==> config.mk <==
export PLATFORM = sky130hd
export DESIGN_NAME = tcc_classifier
export DESIGN_NICKNAME = d
export VERILOG_FILES = /design/src/rtl/tcc_pkg.sv /design/src/rtl/tcc_byte_tracker.sv /design/src/rtl/tcc_mgmt_match.sv /design/src/rtl/tcc_tag_detect.sv /design/src/rtl/tcc_resolver.sv /design/src/rtl/tcc_classifier.sv
export SDC_FILE = /design/constraint.sdc
export NUM_CORES = 1
export LEC_CHECK = 0
export BUFFER_PORTS_ARGS = -buffer_cell sky130_fd_sc_hd__buf_4
export CORE_MARGIN = 8
export CORE_UTILIZATION = 51
export DETAILED_ROUTE_END_ITERATION = 8
export PLACE_DENSITY = 0.79
export SKIP_LAST_GASP = 1
export SYNTH_ARGS = -nofsm -noshare
export SYNTH_HDL_FRONTEND = slang
export SYNTH_HIERARCHICAL = 1
export SYNTH_SLANG_ARGS = --single-unit
==> constraint.sdc <==
create_clock -name clk -period 3.3 [get_ports clk]
set_clock_uncertainty 0.05 [all_clocks]
set_input_delay 0.495 -clock clk [delete_from_list [all_inputs] [get_ports clk]]
set_output_delay 0.495 -clock clk [all_outputs]
set_load 0.02 [all_outputs]
==> src/rtl/tcc_pkg.sv <==
package tcc_pkg;
  localparam int CLASS_W = 3;
  localparam int NUM_CLASSES = 1 << CLASS_W;

  typedef logic [CLASS_W-1:0] tc_class_t;

  typedef struct packed {
    tc_class_t cls;
    logic      mgmt;
  } tc_result_t;
endpackage

==> src/rtl/tcc_byte_tracker.sv <==
module tcc_byte_tracker #(
  parameter int LAST_POS = 14,
  localparam int IDX_W = $clog2(LAST_POS + 1)
) (
  input  logic             clk,
  input  logic             rst_n,
  input  logic             accept,
  input  logic             sof,
  input  logic             eof,
  output logic [IDX_W-1:0] idx_cur,
  output logic             byte_live,
  output logic             final_byte
);
  logic             active_q;
  logic [IDX_W-1:0] idx_q;

  always_comb begin
    idx_cur    = sof ? '0 : idx_q;
    byte_live  = accept && (sof || active_q);
    final_byte = byte_live && (eof || idx_cur == IDX_W'(LAST_POS));
  end

  always_ff @(posedge clk) begin
    if (!rst_n) begin
      active_q <= 1'b0;
      idx_q    <= '0;
    end else if (final_byte) begin
      active_q <= 1'b0;
      idx_q    <= '0;
    end else if (byte_live) begin
      active_q <= 1'b1;
      idx_q    <= idx_cur + IDX_W'(1);
    end
  end

  assert_idx_bound_R3: assert property (@(posedge clk) disable iff (!rst_n)
    idx_q <= IDX_W'(LAST_POS));

  assert_close_after_final_R3: assert property (@(posedge clk) disable iff (!rst_n)
    final_byte |=> !active_q);
endmodule

==> src/rtl/tcc_mgmt_match.sv <==
module tcc_mgmt_match #(
  parameter int BYTE_W = 8,
  parameter int PREFIX_BYTES = 3,
  parameter int NUM_PREFIX = 2,
  parameter logic [NUM_PREFIX*PREFIX_BYTES*BYTE_W-1:0] PREFIX_TABLE = '0,
  parameter int IDX_W = 4
) (
  input  logic              clk,
  input  logic              rst_n,
  input  logic              byte_live,
  input  logic [IDX_W-1:0]  idx_cur,
  input  logic [BYTE_W-1:0] in_data,
  output logic              match_now
);
  logic [NUM_PREFIX-1:0] hit_q;
  logic [NUM_PREFIX-1:0] cand;
  logic                  in_prefix;

  assign in_prefix = idx_cur < IDX_W'(PREFIX_BYTES);

  for (genvar p = 0; p < NUM_PREFIX; p++) begin : g_prefix
    logic [BYTE_W-1:0] ref_byte;
    always_comb begin
      ref_byte = '0;
      for (int k = 0; k < PREFIX_BYTES; k++) begin
        if (idx_cur == IDX_W'(k))
          ref_byte = PREFIX_TABLE[(p*PREFIX_BYTES + PREFIX_BYTES-1-k)*BYTE_W +: BYTE_W];
      end
      cand[p] = ((idx_cur == '0) || hit_q[p]) && (in_data == ref_byte);
    end
  end

  always_ff @(posedge clk) begin
    if (!rst_n) hit_q <= '0;
    else if (byte_live && in_prefix) hit_q <= cand;
  end

  always_comb begin
    if (idx_cur == IDX_W'(PREFIX_BYTES - 1)) match_now = |cand;
    else if (!in_prefix)                      match_now = |hit_q;
    else                                      match_now = 1'b0;
  end

  assert_match_needs_prefix_R6: assert property (@(posedge clk) disable iff (!rst_n)
    (byte_live && match_now) |-> (idx_cur >= IDX_W'(PREFIX_BYTES - 1)));
endmodule

==> src/rtl/tcc_tag_detect.sv <==
module tcc_tag_detect #(
  parameter int BYTE_W = 8,
  parameter int TAG_BYTES = 2,
  parameter int TAG_POS = 12,
  parameter int IDX_W = 4,
  localparam int TAG_W = TAG_BYTES * BYTE_W
) (
  input  logic              clk,
  input  logic              rst_n,
  input  logic              byte_live,
  input  logic [IDX_W-1:0]  idx_cur,
  input  logic [BYTE_W-1:0] in_data,
  input  logic [TAG_W-1:0]  tpid_cfg,
  output logic              tag_seen
);
  logic              ok_q;
  logic [BYTE_W-1:0] want;
  logic              in_tag;

  always_comb begin
    want   = '0;
    in_tag = 1'b0;
    for (int k = 0; k < TAG_BYTES; k++) begin
      if (idx_cur == IDX_W'(TAG_POS + k)) begin
        want   = tpid_cfg[(TAG_BYTES-1-k)*BYTE_W +: BYTE_W];
        in_tag = 1'b1;
      end
    end
  end

  always_ff @(posedge clk) begin
    if (!rst_n) ok_q <= 1'b0;
    else if (byte_live && in_tag) begin
      if (idx_cur == IDX_W'(TAG_POS)) ok_q <= (in_data == want);
      else                            ok_q <= ok_q && (in_data == want);
    end
  end

  assign tag_seen = ok_q;
endmodule

==> src/rtl/tcc_resolver.sv <==
module tcc_resolver
  import tcc_pkg::*;
#(
  parameter int BYTE_W = 8,
  parameter int PCP_POS = 14,
  parameter int IDX_W = 4
) (
  input  logic              clk,
  input  logic              rst_n,
  input  logic              final_byte,
  input  logic [IDX_W-1:0]  idx_cur,
  input  logic [BYTE_W-1:0] in_data,
  input  logic              mgmt_hit,
  input  logic              tag_seen,
  input  tc_class_t         default_prio,
  output tc_class_t         tc_class,
  output logic              tc_mgmt,
  output logic              tc_done
);
  tc_result_t res_d, res_q;
  logic       done_q;
  logic       pcp_ok;

  assign pcp_ok = tag_seen && (idx_cur == IDX_W'(PCP_POS));

  always_comb begin
    res_d.mgmt = mgmt_hit;
    if (mgmt_hit)    res_d.cls = tc_class_t'(NUM_CLASSES - 1);
    else if (pcp_ok) res_d.cls = in_data[BYTE_W-1 -: CLASS_W];
    else             res_d.cls = default_prio;
  end

  always_ff @(posedge clk) begin
    if (!rst_n) begin
      res_q  <= '0;
      done_q <= 1'b0;
    end else begin
      done_q <= final_byte;
      if (final_byte) res_q <= res_d;
    end
  end

  assign tc_class = res_q.cls;
  assign tc_mgmt  = res_q.mgmt;
  assign tc_done  = done_q;

  assert_untagged_default_R5_R7: assert property (@(posedge clk) disable iff (!rst_n)
    (final_byte && !mgmt_hit && !tag_seen) |=> (tc_class == $past(default_prio)));
endmodule

==> src/rtl/tcc_classifier.sv <==
module tcc_classifier
  import tcc_pkg::*;
#(
  parameter int BYTE_W = 8,
  parameter int TAG_BYTES = 2,
  parameter int TAG_POS = 12,
  parameter int PREFIX_BYTES = 3,
  parameter int NUM_PREFIX = 2,
  parameter logic [NUM_PREFIX*PREFIX_BYTES*BYTE_W-1:0] PREFIX_TABLE = {24'h01_19_1B, 24'h01_80_C2},
  localparam int PCP_POS = TAG_POS + TAG_BYTES,
  localparam int IDX_W = $clog2(PCP_POS + 1),
  localparam int TAG_W = TAG_BYTES * BYTE_W
) (
  input  logic              clk,
  input  logic              rst_n,
  input  logic              in_valid,
  output logic              in_ready,
  input  logic [BYTE_W-1:0] in_data,
  input  logic              in_sof,
  input  logic              in_eof,
  input  logic [TAG_W-1:0]  tpid_cfg,
  input  logic [CLASS_W-1:0] default_prio,
  output logic [CLASS_W-1:0] tc_class,
  output logic              tc_mgmt,
  output logic              tc_done
);
  logic             accept;
  logic [IDX_W-1:0] idx_cur;
  logic             byte_live;
  logic             final_byte;
  logic             mgmt_hit;
  logic             tag_seen;

  assign in_ready = 1'b1;
  assign accept   = in_valid && in_ready;

  tcc_byte_tracker #(.LAST_POS(PCP_POS)) u_track (
    .clk(clk), .rst_n(rst_n), .accept(accept), .sof(in_sof), .eof(in_eof),
    .idx_cur(idx_cur), .byte_live(byte_live), .final_byte(final_byte)
  );

  tcc_mgmt_match #(
    .BYTE_W(BYTE_W), .PREFIX_BYTES(PREFIX_BYTES), .NUM_PREFIX(NUM_PREFIX),
    .PREFIX_TABLE(PREFIX_TABLE), .IDX_W(IDX_W)
  ) u_mgmt (
    .clk(clk), .rst_n(rst_n), .byte_live(byte_live), .idx_cur(idx_cur),
    .in_data(in_data), .match_now(mgmt_hit)
  );

  tcc_tag_detect #(
    .BYTE_W(BYTE_W), .TAG_BYTES(TAG_BYTES), .TAG_POS(TAG_POS), .IDX_W(IDX_W)
  ) u_tag (
    .clk(clk), .rst_n(rst_n), .byte_live(byte_live), .idx_cur(idx_cur),
    .in_data(in_data), .tpid_cfg(tpid_cfg), .tag_seen(tag_seen)
  );

  tcc_resolver #(.BYTE_W(BYTE_W), .PCP_POS(PCP_POS), .IDX_W(IDX_W)) u_res (
    .clk(clk), .rst_n(rst_n), .final_byte(final_byte), .idx_cur(idx_cur),
    .in_data(in_data), .mgmt_hit(mgmt_hit), .tag_seen(tag_seen),
    .default_prio(default_prio), .tc_class(tc_class), .tc_mgmt(tc_mgmt),
    .tc_done(tc_done)
  );

  assert_done_after_byte_R3: assert property (@(posedge clk) disable iff (!rst_n)
    tc_done |-> $past(in_valid));
endmodule

==> impl_metrics.sql <==
INSERT INTO impl_metrics (metric_group, metric, value, unit) VALUES
('status', 'status', 'completed', ''),
('critical_path', 'startpoint_of_the_worst_slack_reg_to_reg_timing_path', 'u_track/idx_q[0]', ''),
('synthesis', 'synth-async-reset-ratio', '0', '%'),
('critical_path', 'setup.worst_path.end_class', 'flop', ''),
('clock_network', 'clk_latency', '0.28', 'ns'),
('routing', 'drc', '0', ''),
('synthesis', 'number_of_synthesized_flops_with_an_enable_pin', '0', ''),
('synthesis', 'synth.avg_cell_area', '8.750', 'um2'),
('power_and_ir_drop', 'peakVddDrop', '286.2', 'uV'),
('clock_network', 'clock_sinks', '13', ''),
('timing', 'min_period_over_period', '76.28', '%'),
('die', 'io_pins', '38', ''),
('layout', 'multi_input_area', '920.9', 'um2'),
('critical_path', 'worst_reg_to_reg_cells', '9', ''),
('clock_network', 'clock_tree.buffer_depth', '2', ''),
('layout', 'fillCellCount', '203', ''),
('layout', 'antenna_diode_instance_count', '0', ''),
('timing', 'max_freq', '397.3', 'MHz'),
('place', 'dp_hpwl', '2.497', 'mm'),
('synthesis', 'synth.top_cells.by_count', 'sky130_fd_sc_hd__dfxtp_1, sky130_fd_sc_hd__inv_1, sky130_fd_sc_hd__nor2_1, sky130_fd_sc_hd__o21ai_0', ''),
('clock_network', 'cts.hold.buffers_added', '0', ''),
('timing', 'setup_tns_final', '0', 'ns'),
('timing', 'hold_viol_final', '0', ''),
('synthesis', 'seq_area_frac_synth', '20.51', '%'),
('synthesis', 'synth.yosys.warnings', '6', ''),
('die', 'coreArea', '2410', 'um2'),
('layout', 'area_growth', '23.37', '%'),
('critical_path', 'worst_ep_arrival_time', '2.64', 'ns'),
('place', 'routabilityCongestion', '0.9117', ''),
('grt', 'first_global_vias', '1205', ''),
('clock_network', 'tritoncts', 'yes', ''),
('synthesis', 'synth.net_count', '179', ''),
('synthesis', 'netlist_area_before_placement', '1269', 'um2'),
('layout', 'postLayoutCoreUtil', '64.95', '%'),
('clock_network', 'post-cts-setup-buffer-count', '0', ''),
('synthesis', 'yosysUniqueCellTypes', '51', ''),
('grt', 'antenna_found_initial', '0', ''),
('critical_path', 'setup.worst_path.start_class', 'flop', ''),
('synthesis', 'synth_area_leaders', 'sky130_fd_sc_hd__dfxtp_1, sky130_fd_sc_hd__nor4b_2, sky130_fd_sc_hd__xor2_1', ''),
('timing', 'fin_crit', '2.517', 'ns'),
('die', 'initial_utilization', '52.65', '%'),
('critical_path', 'timing.critical_path.from', 'u_track/idx_q[0]', ''),
('grt', 'first_pass_grt_wire_length', '5.237', 'mm'),
('die', 'rows', '18', ''),
('routing', 'drt-wirelength-per-cell', '15.03', 'um'),
('layout', 'num-nets-final', '216', ''),
('timing', 'setup_viol_count_final', '0', ''),
('routing', 'routed_via_density', '5.943', ''),
('grt', 'grt_start_max_net_pins', '23', ''),
('synthesis', 'synth_top_cell_area_share', '20.51', '%'),
('clock_network', 'clock_tree.root_cell', 'sky130_fd_sc_hd__clkbuf_4', ''),
('routing', 'antenna_violating_nets_post_route', '0', ''),
('timing', 'slew_viol_final', '0', ''),
('power_and_ir_drop', 'power-per-cell-area', '239.1', 'nW/um2'),
('clock_network', 'cts_inserted_buffers', '3', ''),
('layout', 'sequential_cell_area', '260.3', 'um2'),
('clock_network', 'cts-resized-gates', '0', ''),
('routing', 'drtPass1Iterations', '4', ''),
('synthesis', 'synthMostInstantiatedCell', 'sky130_fd_sc_hd__dfxtp_1', ''),
('grt', 'grt_overflow_total', '0', ''),
('routing', 'via_count', '1254', ''),
('die', 'die_h', '65.88', 'um'),
('routing', 'dr.first_iter.drc_count', '47', ''),
('critical_path', 'regToRegSetupSlack', '0.78', 'ns'),
('critical_path', 'cp.required', '3.42', 'ns'),
('synthesis', 'synth_seq_cells', '13', ''),
('synthesis', 'synth_top_cell_by_area', 'sky130_fd_sc_hd__dfxtp_1', ''),
('critical_path', 'endpoint_of_the_most_critical_register_to_register_path', 'u_res/tc_class[2]', ''),
('layout', 'drive_gt1_share', '36.46', '%'),
('grt', 'track_usage', '14.66', '%'),
('clock_network', 'htreeDepth', '1', '');
area by class of cell:
type	instances	share of cell area [%]
Tap cell	30	2.398
Timing Repair Buffer	37	17.75
Clock buffer	3	1.439
Inverter	11	2.638
Multi-Input combinational cell	116	58.83
Sequential cell	13	16.63
Clock inverter	1	0.3197
metrics by stage:
stage          total power [uW]  instances  hold WS, ns  worst slack [ns]  instance area (um2)
4_1_cts                   376.7        211       0.3930            0.7877                 1565
5_1_grt                   394.4        211       0.3952            0.6499                 1565
3_3_place_gp              271.4        207       0.4144            0.6012                 1538
6_report                  374.3        211       0.4022            0.7828                 1565
2_1_floorplan             225.4        145       0.3903            0.7061                 1269
3_5_place_dp              274.9        207       0.4270            0.5139                 1538
cell usage in the layout, fill, tap and decap left out, types with 2 or more instances in the layout:
master | Yosys | routed
sky130_fd_sc_hd__nor4_1 | 3 | 3
sky130_fd_sc_hd__a211o_1 | 3 | 3
sky130_fd_sc_hd__o21ai_0 | 8 | 8
sky130_fd_sc_hd__nor2_1 | 8 | 8
sky130_fd_sc_hd__a21oi_1 | 7 | 7
sky130_fd_sc_hd__ha_1 | 2 | 2
sky130_fd_sc_hd__nor4bb_1 | 2 | 2
sky130_fd_sc_hd__xor2_1 | 7 | 7
sky130_fd_sc_hd__nor4b_2 | 5 | 5
sky130_fd_sc_hd__or4_1 | 2 | 2
sky130_fd_sc_hd__inv_1 | 11 | 11
sky130_fd_sc_hd__nand3_1 | 2 | 2
sky130_fd_sc_hd__nor3_1 | 2 | 2
sky130_fd_sc_hd__buf_4 | 2 | 37
sky130_fd_sc_hd__nand2_1 | 7 | 7
sky130_fd_sc_hd__a31oi_1 | 6 | 6
sky130_fd_sc_hd__mux2_4 | 4 | 4
sky130_fd_sc_hd__o32ai_1 | 4 | 4
sky130_fd_sc_hd__nand4_1 | 2 | 2
sky130_fd_sc_hd__mux2i_2 | 4 | 4
sky130_fd_sc_hd__or3_1 | 2 | 2
sky130_fd_sc_hd__clkbuf_4 | 0 | 3
sky130_fd_sc_hd__o31a_1 | 3 | 3
sky130_fd_sc_hd__and2b_2 | 3 | 3
sky130_fd_sc_hd__dfxtp_1 | 13 | 13
sky130_fd_sc_hd__a21oi_2 | 3 | 3
sky130_fd_sc_hd__and2_1 | 2 | 2
where the power goes:
part / internal, uW / switching [uW]
logic: 56.5 / 52.5
registers: 161 / 2.27
clock network: 45.0 / 57.5
total: 262 / 112
metal layers:
metal / track usage (%) / share of wire, % / vias to the layer above
li1: - / - / 629
met5: 0 / 0 / -
met4: 2.180 / 0.41 / 0
met1: 17.63 / 46 / 585
met2: 24.73 / 47 / 38
met3: 5.254 / 6.2 / 2
registers in the layout (all words and copies together) (netlist names):
name	count
u_track/idx_q	4
u_res/tc_class	3
u_mgmt/hit_q	2
u_track/active_q	1
u_tag/tag_seen	1
u_res/tc_mgmt	1
u_res/tc_done	1
cells by family after synthesis:
group / synth area share (%)
other: 0.2956
xor gates and xnor gates: 5.523
adders and majority gates: 1.972
buffers and inverters: 7.100
muxes: 10.75
and+or+nand+nor: 30.08
AOI/OAI and AO/OA: 23.77
DFF: 20.51
critical path, cell delays in order, from the launching register on:
cell	delay (ns)
sky130_fd_sc_hd__dfxtp_1	0.34
sky130_fd_sc_hd__nor2b_2	0.19
sky130_fd_sc_hd__buf_4	0.23
sky130_fd_sc_hd__nor4bb_1	0.17
sky130_fd_sc_hd__a211o_1	0.31
sky130_fd_sc_hd__o311a_1	0.35
sky130_fd_sc_hd__a211o_1	0.29
sky130_fd_sc_hd__and2b_1	0.24
sky130_fd_sc_hd__o31a_1	0.17
sky130_fd_sc_hd__a21oi_2	0.06
worst min-delay path by stage:
| stage | start | end | slack, ns | cells after the start |
|---|---|---|---|---|
| floorplan | u_track/idx_q[0] | u_track/idx_q[0] | 0.39 | 2 |
| global placement | u_track/idx_q[0] | u_track/idx_q[0] | 0.41 | 2 |
| detailed placement | u_track/idx_q[1] | u_track/idx_q[1] | 0.43 | 2 |
| CTS | in_eof | u_track/idx_q[2] | 0.39 | 2 |
| global route | in_eof | u_track/idx_q[2] | 0.40 | 2 |
| finish | in_eof | u_track/idx_q[2] | 0.40 | 2 |
Power figures use the tool's default switching activity.
